File: src/rtl/cbk_pkg.sv
package cbk_pkg;

    localparam int WORD_W  = 16;
    localparam int BYTE_W  = 8;
    localparam int LANES   = WORD_W / BYTE_W;
    localparam int FIELD_W = 8;
    localparam int NUM_W   = 4;

    typedef enum logic [1:0] {
        FMT_SHORT2 = 2'd0,
        FMT_SHORT4 = 2'd1,
        FMT_SHORT8 = 2'd2,
        FMT_BAD    = 2'd3
    } fld_fmt_e;

    localparam logic [3:0] SHORT8_PREFIX = 4'hF;

endpackage

File: src/rtl/cbk_ctx_ptr.sv
module cbk_ctx_ptr #(
    parameter int ADDR_W = 16
) (
    input  logic              clk,
    input  logic              rst_n,
    input  logic              wr_en,
    input  logic [ADDR_W-1:0] wr_data,
    output logic [ADDR_W-1:0] base_q,
    output logic              misalign_q
);

    typedef struct packed {
        logic [ADDR_W-1:0] base;
        logic              mis;
    } ctx_st_t;

    ctx_st_t st_d, st_q;

    always_comb begin
        st_d = st_q;
        if (wr_en) begin
            st_d.base = {wr_data[ADDR_W-1:1], 1'b0};
            st_d.mis  = wr_data[0];
        end
    end

    always_ff @(posedge clk) begin
        if (!rst_n) st_q <= '0;
        else        st_q <= st_d;
    end

    assign base_q     = st_q.base;
    assign misalign_q = st_q.mis;

    AST_BASE_EVEN: assert property (@(posedge clk) disable iff (!rst_n)
        base_q[0] == 1'b0);

    AST_FLAG_FOLLOWS_WRITE: assert property (@(posedge clk) disable iff (!rst_n)
        wr_en |=> (misalign_q == $past(wr_data[0])));

    AST_BASE_HOLDS: assert property (@(posedge clk) disable iff (!rst_n)
        !wr_en |=> $stable(base_q));

endmodule

File: src/rtl/cbk_opnd_dec.sv
module cbk_opnd_dec
    import cbk_pkg::*;
(
    input  fld_fmt_e           fmt,
    input  logic               is_byte,
    input  logic [FIELD_W-1:0] field,
    output logic               hit,
    output logic [NUM_W-1:0]   word_idx,
    output logic               hi_sel
);

    logic [NUM_W-1:0] num;

    always_comb begin
        num = '0;
        hit = 1'b0;
        unique case (fmt)
            FMT_SHORT2: begin
                num = {2'b00, field[1:0]};
                hit = 1'b1;
            end
            FMT_SHORT4: begin
                num = field[3:0];
                hit = 1'b1;
            end
            FMT_SHORT8: begin
                num = field[3:0];
                hit = (field[7:4] == SHORT8_PREFIX);
            end
            default: begin
                num = '0;
                hit = 1'b0;
            end
        endcase

        if (is_byte) begin
            word_idx = {1'b0, num[NUM_W-1:1]};
            hi_sel   = num[0];
        end else begin
            word_idx = num;
            hi_sel   = 1'b0;
        end
    end

    always_comb begin
        if (is_byte) assert (word_idx[NUM_W-1] == 1'b0);
    end

endmodule

File: src/rtl/cbk_lane.sv
module cbk_lane
    import cbk_pkg::*;
(
    input  logic              is_byte,
    input  logic              hi_sel,
    input  logic [WORD_W-1:0] wdata_in,
    output logic [LANES-1:0]  be,
    output logic [WORD_W-1:0] wdata_out,
    input  logic              rsel_byte,
    input  logic              rsel_hi,
    input  logic [WORD_W-1:0] ram_rdata,
    output logic [WORD_W-1:0] rd_data
);

    logic [BYTE_W-1:0] lane_rd [LANES];

    for (genvar l = 0; l < LANES; l++) begin : g_lane
        localparam logic LANE_HI = (l != 0);
        always_comb begin
            be[l] = !is_byte || (hi_sel == LANE_HI);
            wdata_out[l*BYTE_W +: BYTE_W] = is_byte ? wdata_in[BYTE_W-1:0]
                                                    : wdata_in[l*BYTE_W +: BYTE_W];
            lane_rd[l] = ram_rdata[l*BYTE_W +: BYTE_W];
        end
    end

    always_comb begin
        if (rsel_byte) rd_data = {{(WORD_W-BYTE_W){1'b0}}, lane_rd[rsel_hi]};
        else           rd_data = ram_rdata;
    end

endmodule

File: src/rtl/cbk_gpr_xlate.sv
module cbk_gpr_xlate
    import cbk_pkg::*;
#(
    parameter int ADDR_W = 16
) (
    input  logic              clk,
    input  logic              rst_n,
    input  logic              cp_wr_en,
    input  logic [ADDR_W-1:0] cp_wr_data,
    input  logic              op_valid,
    input  logic              op_is_byte,
    input  logic              op_is_write,
    input  logic [1:0]        op_fmt,
    input  logic [7:0]        op_field,
    input  logic [15:0]       op_wdata,
    input  logic [15:0]       ram_rdata,
    output logic              ram_req,
    output logic              ram_we,
    output logic [ADDR_W-1:0] ram_addr,
    output logic [1:0]        ram_be,
    output logic [15:0]       ram_wdata,
    output logic [15:0]       rd_data,
    output logic              op_miss,
    output logic [ADDR_W-1:0] cp_value,
    output logic              cp_misalign
);

    localparam int IDX_PAD  = ADDR_W - NUM_W - 1;
    localparam int BANK_LEN = 2 * (1 << NUM_W);

    typedef struct packed {
        logic              req;
        logic              we;
        logic [ADDR_W-1:0] addr;
        logic [LANES-1:0]  be;
        logic [WORD_W-1:0] wdata;
        logic              rbyte;
        logic              rhi;
        logic              miss;
    } req_st_t;

    req_st_t st_d, st_q;

    logic [ADDR_W-1:0] base;
    logic              hit;
    logic [NUM_W-1:0]  word_idx;
    logic              hi_sel;
    logic [LANES-1:0]  be_c;
    logic [WORD_W-1:0] wdata_c;
    logic [ADDR_W-1:0] word_addr;

    cbk_ctx_ptr #(.ADDR_W(ADDR_W)) u_ctx (
        .clk        (clk),
        .rst_n      (rst_n),
        .wr_en      (cp_wr_en),
        .wr_data    (cp_wr_data),
        .base_q     (base),
        .misalign_q (cp_misalign)
    );

    cbk_opnd_dec u_dec (
        .fmt      (fld_fmt_e'(op_fmt)),
        .is_byte  (op_is_byte),
        .field    (op_field),
        .hit      (hit),
        .word_idx (word_idx),
        .hi_sel   (hi_sel)
    );

    cbk_lane u_lane (
        .is_byte   (op_is_byte),
        .hi_sel    (hi_sel),
        .wdata_in  (op_wdata),
        .be        (be_c),
        .wdata_out (wdata_c),
        .rsel_byte (st_q.rbyte),
        .rsel_hi   (st_q.rhi),
        .ram_rdata (ram_rdata),
        .rd_data   (rd_data)
    );

    assign word_addr = base + {{IDX_PAD{1'b0}}, word_idx, 1'b0};

    always_comb begin
        st_d       = st_q;
        st_d.req   = 1'b0;
        st_d.miss  = 1'b0;
        if (op_valid) begin
            if (hit) begin
                st_d.req   = 1'b1;
                st_d.we    = op_is_write;
                st_d.addr  = word_addr + {{(ADDR_W-1){1'b0}}, hi_sel};
                st_d.be    = be_c;
                st_d.wdata = wdata_c;
                st_d.rbyte = op_is_byte;
                st_d.rhi   = hi_sel;
            end else begin
                st_d.miss  = 1'b1;
                st_d.we    = 1'b0;
            end
        end else begin
            st_d.we = 1'b0;
        end
    end

    always_ff @(posedge clk) begin
        if (!rst_n) st_q <= '0;
        else        st_q <= st_d;
    end

    assign ram_req   = st_q.req;
    assign ram_we    = st_q.we;
    assign ram_addr  = st_q.addr;
    assign ram_be    = st_q.be;
    assign ram_wdata = st_q.wdata;
    assign op_miss   = st_q.miss;
    assign cp_value  = base;

    AST_WORD_EVEN: assert property (@(posedge clk) disable iff (!rst_n)
        (ram_req && ram_be == 2'b11) |-> !ram_addr[0]);

    AST_BYTE_ONE_LANE: assert property (@(posedge clk) disable iff (!rst_n)
        (ram_req && ram_we && ram_wdata[15:8] != ram_wdata[7:0]) |-> (ram_be == 2'b11));

    AST_BYTE_LANE_COUNT: assert property (@(posedge clk) disable iff (!rst_n)
        (op_valid && hit && op_is_byte) |=> ($countones(ram_be) == 1));

    AST_MISS_NO_REQ: assert property (@(posedge clk) disable iff (!rst_n)
        op_miss |-> !ram_req);

    AST_IN_BANK: assert property (@(posedge clk) disable iff (!rst_n)
        (op_valid && hit) |=> ((ram_addr - $past(cp_value)) < ADDR_W'(BANK_LEN)));

    AST_IDLE_QUIET: assert property (@(posedge clk) disable iff (!rst_n)
        !op_valid |=> (!ram_req && !op_miss && !ram_we));

endmodule

File: config.mk
export PLATFORM = sky130hd
export DESIGN_NAME = cbk_gpr_xlate
export DESIGN_NICKNAME = d
export VERILOG_FILES = /design/src/rtl/cbk_pkg.sv /design/src/rtl/cbk_ctx_ptr.sv /design/src/rtl/cbk_opnd_dec.sv /design/src/rtl/cbk_lane.sv /design/src/rtl/cbk_gpr_xlate.sv
export SDC_FILE = /design/constraint.sdc
export NUM_CORES = 1
export LEC_CHECK = 0
export CORE_MARGIN = 1
export CORE_UTILIZATION = 36
export CTS_CLUSTER_DIAMETER = 80
export CTS_CLUSTER_SIZE = 24
export DETAILED_ROUTE_END_ITERATION = 6
export PLACE_DENSITY = 0.82
export SLEW_MARGIN = 20
export SYNTH_ARGS = -nofsm -noshare
export SYNTH_HDL_FRONTEND = slang
export SYNTH_SLANG_ARGS = --single-unit
export TNS_END_PERCENT = 30
File: constraint.sdc
create_clock -name clk -period 2.52 [get_ports clk]
set_input_delay 0.252 -clock clk [delete_from_list [all_inputs] [get_ports clk]]
set_output_delay 0.252 -clock clk [all_outputs]
set_load 0.02 [all_outputs]
Word-level counts from Yosys, hierarchy flattened
Index checks and enable logic that the tools add are counted.
W data, S select, Z words.
{"block": "word_totals", "ff_bits": 55, "inputBits": 64, "word_cells": 38, "output_inout_bits": 70}
{"block": "op_classes", "n_lt_le_gt_ge": 1, "mux": 11, "bitwise": 2, "addsub": 2, "n_eq_ne": 3, "n_reduce_logical": 9}
{"operator": "$mux W8", "n": 4}
{"operator": "$add A16 B1 Y16", "n": 1}
{"operator": "$add A16 B5 Y16", "n": 1}
{"operator": "$mux W16", "n": 1}
{"operator": "$pmux W4 S2", "n": 1}
{"operator": "$eq A4 B4 Y1 const B", "n": 1}
{"operator": "$mux W4", "n": 1}
{"operator": "$reduce_and A2 Y1", "n": 2}
{"operator": "$reduce_or A2 Y1", "n": 2}
{"operator": "$mux W1", "n": 3}
{"operator": "$reduce_and A3 Y1", "n": 1}
{"operator": "$eq A2 B1 Y1 const B", "n": 1}
{"operator": "$eq A2 B2 Y1 const B", "n": 1}
{"operator": "$ge A2 B2 Y1 const B", "n": 1}
{"operator": "$logic_not A2 Y1", "n": 1}
{"operator": "$logic_or A1 B1 Y1", "n": 2}
{"operator": "$not A1 Y2", "n": 1}
{"operator": "$pmux W1 S2", "n": 1}
{"operator": "$logic_not A1 Y1", "n": 1}
{"operator": "$not A1 Y1", "n": 1}

Depth between registers and ports, before layout
{"block": "depth", "word_depth": 6, "ltp_mapped": 11, "mapped_depth_nobuf": 11}

By module
From an unflattened synthesis, not the netlist that was laid out.
{"block": "unflattened", "hier_cells": 358, "area_unflattened_um2": 3196.8}
{"mod": "cbk_gpr_xlate", "area_each_um2": 2047.0, "n_inst": 1, "seq_area_each_um2": 780.7, "cells_each": 246}
{"mod": "cbk_ctx_ptr", "area_each_um2": 626.9, "n_inst": 1, "seq_area_each_um2": 320.3, "cells_each": 53}
{"mod": "cbk_lane", "area_each_um2": 336.6, "n_inst": 1, "seq_area_each_um2": 0.0, "cells_each": 36}
{"mod": "cbk_opnd_dec", "area_each_um2": 186.4, "n_inst": 1, "seq_area_each_um2": 0.0, "cells_each": 23}

Worst setup path before layout
OpenSTA, ideal clock, no wires.
{"block": "synth_timing", "kind": "input to register", "from": "input op_fmt[0]", "to": "register st_q, in the netlist ram_addr[10]", "arrival_time_ns": 2.315, "path_stages": 11, "setup_slack_ns": 0.131, "setup_ns": 0.073, "required_time_ns": 2.447, "path_buffers": 0, "cell_sequence": "inv_1 > ha_1 > nor2_1 > nor2_1 > nand2_1 > o21ai_0 > ha_1 > a211oi_2 > o21ba_4 > or4_4 > a31oi_4"}
{"block": "synth_between", "elab_chain_len": 6}
{"item": "from (decl)", "line": "cbk_gpr_xlate.sv:13", "rtl": "input logic [1:0] op_fmt,"}
{"item": "$eq A2 B1 Y1 or $eq A2 B2 Y1 (tied branches)", "line": "cbk_opnd_dec.sv:17", "rtl": "unique case (fmt)"}
{"item": "$reduce_or A2 Y1 (no line)"}
{"item": "$pmux W4 S2", "line": "cbk_opnd_dec.sv:17"}
{"item": "$mux W4", "line": "cbk_opnd_dec.sv:36", "rtl": "if (is_byte) begin"}
{"item": "$add A16 B5 Y16", "line": "cbk_gpr_xlate.sv:82", "rtl": "assign word_addr = base + {{IDX_PAD{1'b0}}, word_idx, 1'b0};"}
{"item": "$add A16 B1 Y16", "line": "cbk_gpr_xlate.sv:92", "rtl": "st_d.addr = word_addr + {{(ADDR_W-1){1'b0}}, hi_sel};"}
{"item": "to (signal assigned)", "line": "cbk_gpr_xlate.sv:108", "rtl": "else st_q <= st_d;"}
{"item": "to (decl)", "line": "cbk_gpr_xlate.sv:42", "rtl": "req_st_t st_d, st_q;"}
Parallel ways exist; a longest one is shown, timed or not.
A chain may end at the register's enable or synchronous reset.

Worst setup path in the final report
{"block": "layout_timing", "from": "input op_is_byte", "to": "register st_q, in the netlist ram_addr[10]"}
{"block": "layout_between", "elab_chain_len": 3}
{"item": "from (decl)", "line": "cbk_gpr_xlate.sv:11", "rtl": "input logic op_is_byte,"}
{"item": "$mux W4", "line": "cbk_opnd_dec.sv:36"}
{"item": "$add A16 B5 Y16", "line": "cbk_gpr_xlate.sv:82"}
{"item": "$add A16 B1 Y16 *", "line": "cbk_gpr_xlate.sv:92"}
Every way passes the cells marked *; elsewhere a longest branch is shown, timed or not.

==> results.toml <==
[grt]
grt_antenna_before_repair = 0
grt_max_degree = 61
grt_pass1_vias = 2539
grt.overflow.total = 0
grt_use_total_pct = 19.0
grt_first_pass_wirelength_um = 11400

[route]
wl_um = 7290
drt.antenna.violating_nets = 0
drt_pass1_iterations = 4
viasPerCell = 4.98
drtIter0Drc = 68
wl_per_cell_um = 14.0
post-route-drc-count = 0
via_count = 2587

[floorplan]
rows = 30
core-area_sq_um = 6940
die_area_sq_um = 7670
start_util_pct = 37.9
ios = 134
fp.dieH_um = 87.6
fp.dieW_um = 87.6

[worst_hold_path]
min_from = "ram_addr[4]"
hold_class = "reg2reg"

[yosys]
yosysWarnings = 0
synth_top_area_share_pct = 41.0
syn_area_sq_um = 2640
synth_area_leaders = "dfxtp_1 (41%), mux2i_1 (14%), nor2_1 (6.1%), ha_1 (3.8%), o21ai_0 (3.4%)"
synth_area_per_cell_sq_um = 9.25
syn_nets = 358
yosysSeqAreaShare_pct = 41.0
synth_edf_count = 0
synth_cell_types = 41
postSynthCellCount = 285
async_flop_share_pct = 0
yosysTopAreaCell = "dfxtp_1"
ys.flop_type = "dfxtp_1"
ys_ff_latch = 54

[clocking]
htree_levels = 2
hold_buffers = 0
insertion_delay_ns = 0.30
clkTransAtPathRegs_ns = 0.10
root_buffer = "clkbuf_8"
cts_tree = "done"
cts_buffers = 5
cts_sinks = 54
cts_max_path_buffers = 2

[sta]
finalHoldViolations = 0
fin_crit_ns = 2.36
timing.hold.ws_ns = 0.481
worst_slack_ns = 0.159
timing.setup.tns_ns = 0
fmax_mhz = 423
setup_viol = 0
clock_skew_ns = 0.00966
slew_viol_final = 0
rsz0062_at_grt = "false"
fin_crit_sh_pct = 93.7

[critical_path]
cp_max_fo = 7
crit_chain = "clkdlybuf4s50_1, mux2i_1, nor2b_1, ha_2, o21ai_2, o21ba_4, or4_4, a31oi_4"
slowest_stage = "clkdlybuf4s50_1"
startpoint = "op_is_byte"
end_kind = "flop"
start_kind = "primary input"
worstPathRequired_ns = 2.76
critPathMaxStageDelay_ns = 0.63
reg2reg_from = "u_ctx.base_q[4]"
cp.arrival_ns = 2.60
crit_type = "in2reg"

[pwr]
p_leak_nw = 1.67
ir_drop_uv = 329
p_per_area_nw_per_um2 = 508
finalPower_mw = 2.21

[layout]
syn2layout_area_growth_pct = 65.3
fill_cells = 581
antenna_cells = 0
nNetsFinal = 496
drive_above_1_share_pct = 12.7
layout.cells.non_filler = 520

[placement]
dp_cells = 511
place_congestion = 0.808
dp_slack_ns = -0.495
dp_hpwl_um = 5350
io_buffers = 132

[run_status]
status = "complete, no violations"

[run]
drv_cap = 0
timing repair:
action / 4_1_cts / 5_1_grt
gates resized for setup: 4 / 14
buffers inserted: 0 / 1
pin swaps: 0 / 3
setup endpoints to repair: 6 / 10
synthesized netlist by cell type, types with 2 or more instances:
cell / number
and3_1: 3
mux2_2: 8
mux2i_1: 37
buf_4: 2
buf_2: 8
nor2b_1: 10
ha_1: 8
o21ai_0: 18
dfxtp_1: 54
a21oi_1: 10
nand2_1: 10
nor2_1: 43
or3_1: 4
a31oi_1: 5
inv_1: 6
o211ai_1: 2
a211oi_1: 12
clkbuf_1: 9
nand2b_1: 3
nand4_1: 3
nand3_1: 7
xnor2_1: 4
per-stage QoR:
| step | utilization [%] | cell area [sq um] |
|---|---|---|
| 6_report | 62.7 | 4360 |
| 5_1_grt | 62.7 | 4360 |
| 4_1_cts | 61.8 | 4290 |
| 3_5_place_dp | 59.6 | 4140 |
| 3_3_place_gp | 59.6 | 4140 |
| 2_1_floorplan | - | 2640 |
metal layers:
layer | part of all wire [%] | global-route usage [%]
met1 | 42 | 21.7
met3 | 6.5 | 4.52
met4 | 1.6 | 6.26
met2 | 50 | 34.7
met5 | 0 | 0
power by group:
group / internal (mW) / total [mW] / switching [mW]
logic: 0.309 / 0.566 / 0.257
registers: 0.904 / 0.945 / 0.0410
clock network: 0.424 / 0.703 / 0.280
total: 1.64 / 2.21 / 0.578
worst max-delay path, delay by kind of cell:
family | cells | cell delay, ns
buf+inv | 1 | 0.63
simple gates | 2 | 0.61
compound gates | 3 | 0.46
fa+ha+maj | 1 | 0.37
mux | 1 | 0.26
final cells by class:
cell class	count	area, sq um	area share, %
Sequential cell	54	1080	24.8
Clock buffer	6	82.6	1.90
Timing Repair Buffer	150	1470	33.8
Tap cell	96	120	2.76
Clock inverter	2	60.1	1.38
Multi-Input combinational cell	205	1510	34.7
Inverter	7	26.3	0.603
registers in the layout, indices dropped and copies added, names as in the netlist:
name and cells:
ram_addr 16, ram_wdata 16, u_ctx.base_q 15, ram_be 2, op_miss 1, ram_req 1
ram_we 1, st_q 1, u_ctx.misalign_q 1
path summary, 6_finish.rpt:
check	slack, ns	cells past startpoint	end
hold / removal	0.48	2	ram_addr[4]
setup / recovery	0.16	8	ram_addr[10]
hold reg to reg	0.48	2	ram_addr[4]
setup reg to reg	0.72	5	ram_addr[10]
cell usage in the layout, fill, tap and decap left out, types with 8 or more instances in the layout:
| master | instances |
|---|---|
| clkdlybuf4s50_1 | 130 |
| dfxtp_1 | 54 |
| nor2_1 | 41 |
| mux2i_1 | 37 |
| o21ai_0 | 17 |
| buf_4 | 17 |
| a211oi_1 | 11 |
| nand2_1 | 10 |
| a21oi_1 | 10 |
| nor2b_1 | 9 |
| mux2_2 | 8 |
kinds of logic (layout without fill, tap and decap cells):
family,count (synthesis),after routing,share of synthesized area (%)
compound gates,58,58,15.1
xor+xnor,4,4,1.33
fa+ha+maj,9,9,4.56
buf+inv,26,165,4.37
flops,54,54,41.0
mux,45,45,17.5
other cells,1,1,0.142
simple gates,88,88,16.0
Note: power is estimated with default switching activity, not from simulation.
